==> src/rtl/smbrx_pkg.sv <==
`timescale 1ns/1ps
package smbrx_pkg;
  localparam int DW     = 8;
  localparam int CTL_W  = 6;
  localparam int CB_ACK   = 0;
  localparam int CB_POS   = 1;
  localparam int CB_PEC   = 2;
  localparam int CB_ALERT = 3;
  localparam int CB_EN    = 4;
  localparam int CB_SRST  = 5;
  localparam logic [CTL_W-1:0] SRST_ONLY = CTL_W'(1) << CB_SRST;

  // one byte of MSB-first CRC update
  function automatic logic [DW-1:0] crc_step(input logic [DW-1:0] c,
                                             input logic [DW-1:0] d,
                                             input logic [DW-1:0] poly);
    logic [DW-1:0] r;
    r = c ^ d;
    for (int i = 0; i < DW; i++)
      r = r[DW-1] ? ((r << 1) ^ poly) : (r << 1);
    return r;
  endfunction
endpackage

==> src/rtl/smbrx_ctlreg.sv <==
`timescale 1ns/1ps
module smbrx_ctlreg
  import smbrx_pkg::*;
(
  input  logic             clk,
  input  logic             rst_n,
  input  logic             we,
  input  logic [CTL_W-1:0] wdata,
  input  logic             pec_clr,
  output logic [CTL_W-1:0] q
);
  logic [CTL_W-1:0] nxt;

  always_comb begin
    nxt = we ? wdata : q;
    if (nxt[CB_SRST]) nxt = SRST_ONLY;
    if (!nxt[CB_EN]) begin
      nxt[CB_ALERT] = 1'b0;
      nxt[CB_PEC]   = 1'b0;
      nxt[CB_POS]   = 1'b0;
      nxt[CB_ACK]   = 1'b0;
    end
    if (pec_clr) nxt[CB_PEC] = 1'b0;
  end

  always_ff @(posedge clk or negedge rst_n)
    if (!rst_n) q <= '0;
    else        q <= nxt;
endmodule

==> src/rtl/smbrx_crc.sv <==
`timescale 1ns/1ps
module smbrx_crc
  import smbrx_pkg::*;
#(
  parameter logic [DW-1:0] POLY = 8'h07,
  parameter logic [DW-1:0] INIT = 8'h00
)(
  input  logic          clk,
  input  logic          rst_n,
  input  logic          sclr,
  input  logic          clr,
  input  logic          upd,
  input  logic [DW-1:0] din,
  output logic [DW-1:0] crc
);
  always_ff @(posedge clk or negedge rst_n)
    if (!rst_n)           crc <= INIT;
    else if (sclr || clr) crc <= INIT;
    else if (upd)         crc <= crc_step(crc, din, POLY);
endmodule

==> src/rtl/smbrx_seq.sv <==
`timescale 1ns/1ps
module smbrx_seq
  import smbrx_pkg::*;
#(
  parameter logic [DW-2:0] ARA = 7'b0001100
)(
  input  logic          clk,
  input  logic          rst_n,
  input  logic          sclr,
  input  logic          smb_mode,
  input  logic          ev_start,
  input  logic          ev_stop,
  input  logic          ev_byte,
  input  logic [DW-1:0] rx_data,
  input  logic          own_hit,
  input  logic          ev_arlo,
  input  logic          c_ack,
  input  logic          c_pos,
  input  logic          c_pec,
  input  logic          c_alert,
  input  logic [DW-1:0] crc_cur,
  output logic          crc_clr,
  output logic          crc_upd,
  output logic          pec_done,
  output logic          dec_vld,
  output logic          dec_ack,
  output logic          dec_pec,
  output logic          pec_err,
  output logic          pec_void
);
  logic want_addr, addressed, snap_ack, snap_pec;
  logic byte_ok, is_addr, is_data, ara_hit, addr_ack;
  logic use_ack, use_pec, pec_bad;

  always_comb begin
    byte_ok  = ev_byte & ~ev_start & ~sclr;
    is_addr  = byte_ok & want_addr;
    is_data  = byte_ok & ~want_addr & addressed;
    ara_hit  = smb_mode & (rx_data[DW-1:1] == ARA);
    addr_ack = ara_hit ? c_alert : own_hit;
    use_ack  = c_pos ? snap_ack : c_ack;
    use_pec  = c_pos ? snap_pec : c_pec;
    pec_done = is_data & use_pec;
    pec_bad  = pec_void | (rx_data != crc_cur);
    crc_clr  = ev_start;
    crc_upd  = is_addr | (is_data & ~use_pec);
  end

  always_ff @(posedge clk or negedge rst_n) begin
    if (!rst_n) begin
      want_addr <= 1'b0; addressed <= 1'b0; snap_ack <= 1'b0; snap_pec <= 1'b0;
      dec_vld <= 1'b0; dec_ack <= 1'b0; dec_pec <= 1'b0;
      pec_err <= 1'b0; pec_void <= 1'b0;
    end else if (sclr) begin
      want_addr <= 1'b0; addressed <= 1'b0; snap_ack <= 1'b0; snap_pec <= 1'b0;
      dec_vld <= 1'b0; dec_ack <= 1'b0; dec_pec <= 1'b0;
      pec_err <= 1'b0; pec_void <= 1'b0;
    end else begin
      dec_vld <= byte_ok;
      dec_pec <= pec_done;
      dec_ack <= is_addr ? addr_ack : (is_data & use_ack & ~(pec_done & pec_bad));
      if (byte_ok) begin
        snap_ack <= c_ack;
        snap_pec <= c_pec & ~pec_done;
      end
      if (pec_done & pec_bad) pec_err <= 1'b1;
      if (ev_arlo) pec_void <= 1'b1;
      if (ev_start) begin
        want_addr <= 1'b1; addressed <= 1'b0;
        pec_err <= 1'b0; pec_void <= 1'b0;
        snap_ack <= 1'b0; snap_pec <= 1'b0;
      end else if (ev_stop) begin
        want_addr <= 1'b0; addressed <= 1'b0;
      end else if (is_addr) begin
        want_addr <= 1'b0; addressed <= addr_ack;
      end
    end
  end
endmodule

==> src/rtl/smbrx_ackpec.sv <==
`timescale 1ns/1ps
module smbrx_ackpec
  import smbrx_pkg::*;
#(
  parameter logic [DW-2:0] ARA_ADDR = 7'b0001100,
  parameter logic [DW-1:0] CRC_POLY = 8'h07,
  parameter logic [DW-1:0] CRC_INIT = 8'h00
)(
  input  logic             clk,
  input  logic             rst_n,
  input  logic             ctl_we,
  input  logic [CTL_W-1:0] ctl_wdata,
  output logic [CTL_W-1:0] ctl_q,
  input  logic             smb_mode,
  input  logic             ev_start,
  input  logic             ev_stop,
  input  logic             ev_byte,
  input  logic [DW-1:0]    rx_data,
  input  logic             own_hit,
  input  logic             ev_arlo,
  output logic             dec_vld,
  output logic             dec_ack,
  output logic             dec_pec,
  output logic             alert_n,
  output logic             pec_err,
  output logic             pec_void
);
  logic          sclr, pec_done, pec_clr, crc_clr, crc_upd;
  logic [DW-1:0] crc_cur;

  assign sclr    = ctl_q[CB_SRST] | ~ctl_q[CB_EN];
  assign pec_clr = ev_start | ev_stop | pec_done;
  assign alert_n = ~ctl_q[CB_ALERT];

  smbrx_ctlreg u_reg (
    .clk(clk), .rst_n(rst_n), .we(ctl_we), .wdata(ctl_wdata),
    .pec_clr(pec_clr), .q(ctl_q)
  );

  smbrx_crc #(.POLY(CRC_POLY), .INIT(CRC_INIT)) u_crc (
    .clk(clk), .rst_n(rst_n), .sclr(sclr), .clr(crc_clr), .upd(crc_upd),
    .din(rx_data), .crc(crc_cur)
  );

  smbrx_seq #(.ARA(ARA_ADDR)) u_seq (
    .clk(clk), .rst_n(rst_n), .sclr(sclr), .smb_mode(smb_mode),
    .ev_start(ev_start), .ev_stop(ev_stop), .ev_byte(ev_byte),
    .rx_data(rx_data), .own_hit(own_hit), .ev_arlo(ev_arlo),
    .c_ack(ctl_q[CB_ACK]), .c_pos(ctl_q[CB_POS]), .c_pec(ctl_q[CB_PEC]),
    .c_alert(ctl_q[CB_ALERT]), .crc_cur(crc_cur),
    .crc_clr(crc_clr), .crc_upd(crc_upd), .pec_done(pec_done),
    .dec_vld(dec_vld), .dec_ack(dec_ack), .dec_pec(dec_pec),
    .pec_err(pec_err), .pec_void(pec_void)
  );
endmodule

==> config.mk <==
export PLATFORM = sky130hd
export DESIGN_NAME = smbrx_ackpec
export DESIGN_NICKNAME = d
export VERILOG_FILES = /design/src/rtl/smbrx_pkg.sv /design/src/rtl/smbrx_ctlreg.sv /design/src/rtl/smbrx_crc.sv /design/src/rtl/smbrx_seq.sv /design/src/rtl/smbrx_ackpec.sv
export SDC_FILE = /design/constraint.sdc
export NUM_CORES = 1
export LEC_CHECK = 0
export BUFFER_PORTS_ARGS = -buffer_cell sky130_fd_sc_hd__buf_2
export CAP_MARGIN = 5
export CORE_ASPECT_RATIO = 1.75
export CORE_MARGIN = 2
export CORE_UTILIZATION = 53
export DETAILED_ROUTE_END_ITERATION = 8
export GPL_TIMING_DRIVEN = 0
export PLACE_DENSITY = 0.81
export SLEW_MARGIN = 20
export SYNTH_ARGS = -nofsm -noshare
export SYNTH_HDL_FRONTEND = slang
export SYNTH_HIERARCHICAL = 1
export SYNTH_SLANG_ARGS = --single-unit
==> constraint.sdc <==
create_clock -name clk -period 2.6 [get_ports clk]
set_clock_uncertainty 0.05 [all_clocks]
set_input_delay 0.78 -clock clk [delete_from_list [all_inputs] [get_ports clk]]
set_output_delay 0.78 -clock clk [all_outputs]
set_load 0.02 [all_outputs]
==> summary.json <==
{
  "yosysTopAreaCell": "sky130_fd_sc_hd__dfrtp_1",
  "ir_worst_vdd_uv": 323,
  "synth_area_sq_um": 1460,
  "setup_fix_bufs_post_cts": 0,
  "detail_route.first_pass.iterations": 4,
  "report.final.hold_viol_count": 0,
  "cell_internal_pwr_mw": 0.536,
  "placement_rows": 25,
  "ys_ff_latch": 23,
  "fraction_of_layout_instances_using_a_drive_strength_above_1_pct": 32.4,
  "critical_path.max_fanout": 9,
  "drt_drc": 0,
  "flip_flop_and_latch_area_sq_um": 576,
  "status": "finished clean",
  "synth.net_count": 158,
  "totalPowerFinal_mw": 0.718,
  "max_slew_margin_pct": 66.1,
  "busiest_layer": "met2",
  "net_count_reported_at_finish": 197,
  "cts_made_buffers": 3,
  "number_of_warnings_printed_during_yosys_synthesis": 6,
  "grt_util_met3_pct": 2.46,
  "setup_repair_after_global_routing_missed_its_margin": "no",
  "floorplan.die.width_um": 43.7,
  "start_util_pct": 55.1,
  "power.density_cell_area_nw_per_um2": 419,
  "grt_max_degree": 24,
  "synth_seq_area_share_pct": 39.3,
  "post_cts_resize_count": 0,
  "synth_edf_count": 0,
  "routed_via_density": 5.65,
  "maxCapViolations": 0,
  "synth-main-ff-cell": "sky130_fd_sc_hd__dfrtp_1",
  "grtUsageMet2_pct": 37.6,
  "cts.clk_slew.worst_paths_ns": 0.08,
  "antenna_cells_inserted": 0,
  "drtIter0Drc": 13,
  "aggregate_negative_setup_slack_ns": 0,
  "worst-slew-pin-transition_ns": 0.509,
  "core_sq_um": 2660,
  "top_level_ports": 35,
  "p_clk_share_pct": 30.8,
  "power_leakage_nw": 0.863,
  "met1_usage_pct": 23.3,
  "period_utilization_post_route_pct": 89.8,
  "switching_share_pct": 25.4,
  "async_reset_ff_share_pct": 100,
  "p_comb_share_pct": 18.1,
  "critPathCaptureType": "flop",
  "grt_first_pass_wirelength_mm": 4.95,
  "avgRoutedWirePerCell_um": 15.0,
  "cts_max_path_buffers": 2,
  "clock_sinks": 23,
  "totalWireLength_mm": 3.00,
  "final_max_slew_viol_count": 0,
  "ctsHoldBuffers": 0,
  "buffer_ports.inserted": 34,
  "cp.arrival_ns": 2.47,
  "num-fill-cells": 217,
  "worstPathRequired_ns": 2.74,
  "worstSkewPairLatency_ns": 0.27,
  "yosys-top-cells-area": "sky130_fd_sc_hd__dfrtp_1 39%, sky130_fd_sc_hd__xnor3_1 6.2%, sky130_fd_sc_hd__xnor2_1 6.0%",
  "max_freq_mhz": 428,
  "synth.most_common_cell": "sky130_fd_sc_hd__dfrtp_1",
  "synth_top_cells_by_count": "23 x sky130_fd_sc_hd__dfrtp_1, 10 x sky130_fd_sc_hd__a21oi_1, 10 x sky130_fd_sc_hd__nor2_1, 10 x sky130_fd_sc_hd__xnor2_1, 9 x sky130_fd_sc_hd__xor2_1",
  "power_switching_mw": 0.182,
  "dieHeight_um": 73.5,
  "grt-ovfl-total": 0,
  "post_synth_inst_count": 135,
  "post-synth-top-area-fraction_pct": 39.3,
  "worstSetupPathType": "flop to flop",
  "worst-r2r-cell-count": 8,
  "via_count_of_the_first_global_routing_pass": 1153,
  "setup.worst_path.start_class": "flop",
  "multi_input_comb_area_sq_um": 843,
  "tritoncts_clock_tree": "done",
  "clock_tree_root_driver_cell": "sky130_fd_sc_hd__clkbuf_8",
  "sequentialPowerShare_pct": 51.2,
  "final_period_minus_worst_setup_slack_ns": 2.34,
  "setup_violations": 0,
  "die_area_sq_um": 3220,
  "synth.lib_cells_used.distinct": 45,
  "gp_routability_congestion": 0.887,
  "min-delay-path-class": "input port to async pin",
  "dp.final_hpwl_mm": 2.39,
  "syn_avg_cell_area_sq_um": 10.8,
  "area_growth_pct": 17.1,
  "grt_antenna_before_repair": 0,
  "cts.htree.levels": 1,
  "route.antenna.remaining_nets": 0,
  "final_core_util_pct": 64.5,
  "track_usage_pct": 20.6,
  "detailed_route_via_count": 1129
}
## critical path: stages (launching register included)
cell,delay [ns]
sky130_fd_sc_hd__dfrtp_1,0.41
sky130_fd_sc_hd__nand2b_1,0.25
sky130_fd_sc_hd__nor2_2,0.23
sky130_fd_sc_hd__nand2_2,0.11
sky130_fd_sc_hd__nor2_1,0.11
sky130_fd_sc_hd__clkbuf_1,0.34
sky130_fd_sc_hd__inv_1,0.22
sky130_fd_sc_hd__or3_1,0.39
sky130_fd_sc_hd__a21oi_1,0.15
## cell usage in the layout (no fill, tap or decap), types with 3 or more instances in the layout
master / count
sky130_fd_sc_hd__xnor3_1: 4
sky130_fd_sc_hd__or3_1: 5
sky130_fd_sc_hd__buf_2: 34
sky130_fd_sc_hd__a22o_1: 3
sky130_fd_sc_hd__nor2_1: 10
sky130_fd_sc_hd__o21ai_0: 5
sky130_fd_sc_hd__dfrtp_1: 23
sky130_fd_sc_hd__nor3_1: 3
sky130_fd_sc_hd__xnor2_1: 10
sky130_fd_sc_hd__inv_1: 7
sky130_fd_sc_hd__a21oi_1: 10
sky130_fd_sc_hd__clkbuf_8: 3
sky130_fd_sc_hd__a31o_2: 3
sky130_fd_sc_hd__mux2i_1: 3
sky130_fd_sc_hd__nor2b_1: 3
sky130_fd_sc_hd__xor2_1: 9
## kinds of logic after synthesis
kind of cell	share of synthesized area, %
and+or+nand+nor	15.8
AOI/OAI and AO/OA	13.5
xor gates and xnor gates	24.7
DFF	39.3
buffers and inverters	3.08
muxes	3.59
## per-stage QoR
step | cell area [sq um] | hold slack, ns | setup WS (ns) | std cells
detailed placement | 1670 | 0.429 | 0.0125 | 196
CTS | 1710 | 0.440 | 0.258 | 200
finish | 1710 | 0.421 | 0.265 | 200
global placement | 1670 | 0.420 | 0.0831 | 196
global route | 1710 | 0.470 | 0.0905 | 200
floorplan | 1460 | 0.434 | 0.473 | 135
## flip-flops by register name (all words and copies together), names as in the netlist
signal and cells:
u_seq/snap_pec 1, u_seq/dec_pec 1, u_seq/dec_vld 1, u_seq/dec_ack 1
u_seq/pec_err 1, u_seq/want_addr 1, u_reg/q 6, u_crc/crc 8
u_seq/addressed 1, u_seq/pec_void 1, u_seq/snap_ack 1
## routing by layer
metal / vias to the layer above / routed length [um] / part of all wire [%]
li1: 549 / - / -
met1: 547 / 1170 / 39
met2: 29 / 1690 / 56
met3: 4 / 110 / 3.7
met4: 0 / 36 / 1.2
met5: - / 0 / 0
## power groups by stage
stage | clock (mW) | sequential (mW) | combinational, mW
after floorplan | 0 | 0.380 | 0.0754
after global placement | 0 | 0.374 | 0.127
after detailed placement | 0 | 0.375 | 0.130
after CTS | 0.224 | 0.368 | 0.131
after global routing | 0.237 | 0.368 | 0.142
final | 0.221 | 0.368 | 0.130
## path summary, 6_finish.rpt
path,endpoint,slack [ns],from
min in group clk,u_seq/pec_err,0.44,u_seq/pec_err
min reg2reg,u_seq/pec_err,0.44,u_seq/pec_err
min,u_seq/dec_ack,0.42,rst_n
max,u_crc/crc[1],0.26,u_reg/q[5]
max in group asynchronous,u_reg/q[3],1.73,rst_n
max reg2reg,u_crc/crc[1],0.26,u_reg/q[5]
## area by class of cell
cell class | count | area share [%]
Multi-Input combinational cell | 101 | 49.2
Sequential cell | 23 | 33.6
Clock buffer | 3 | 2.41
Clock inverter | 1 | 0.292
Buffer | 3 | 0.876
Inverter | 8 | 1.75
Timing Repair Buffer | 34 | 9.93
Tap cell | 27 | 1.97
Power figures use the tool's default switching activity.
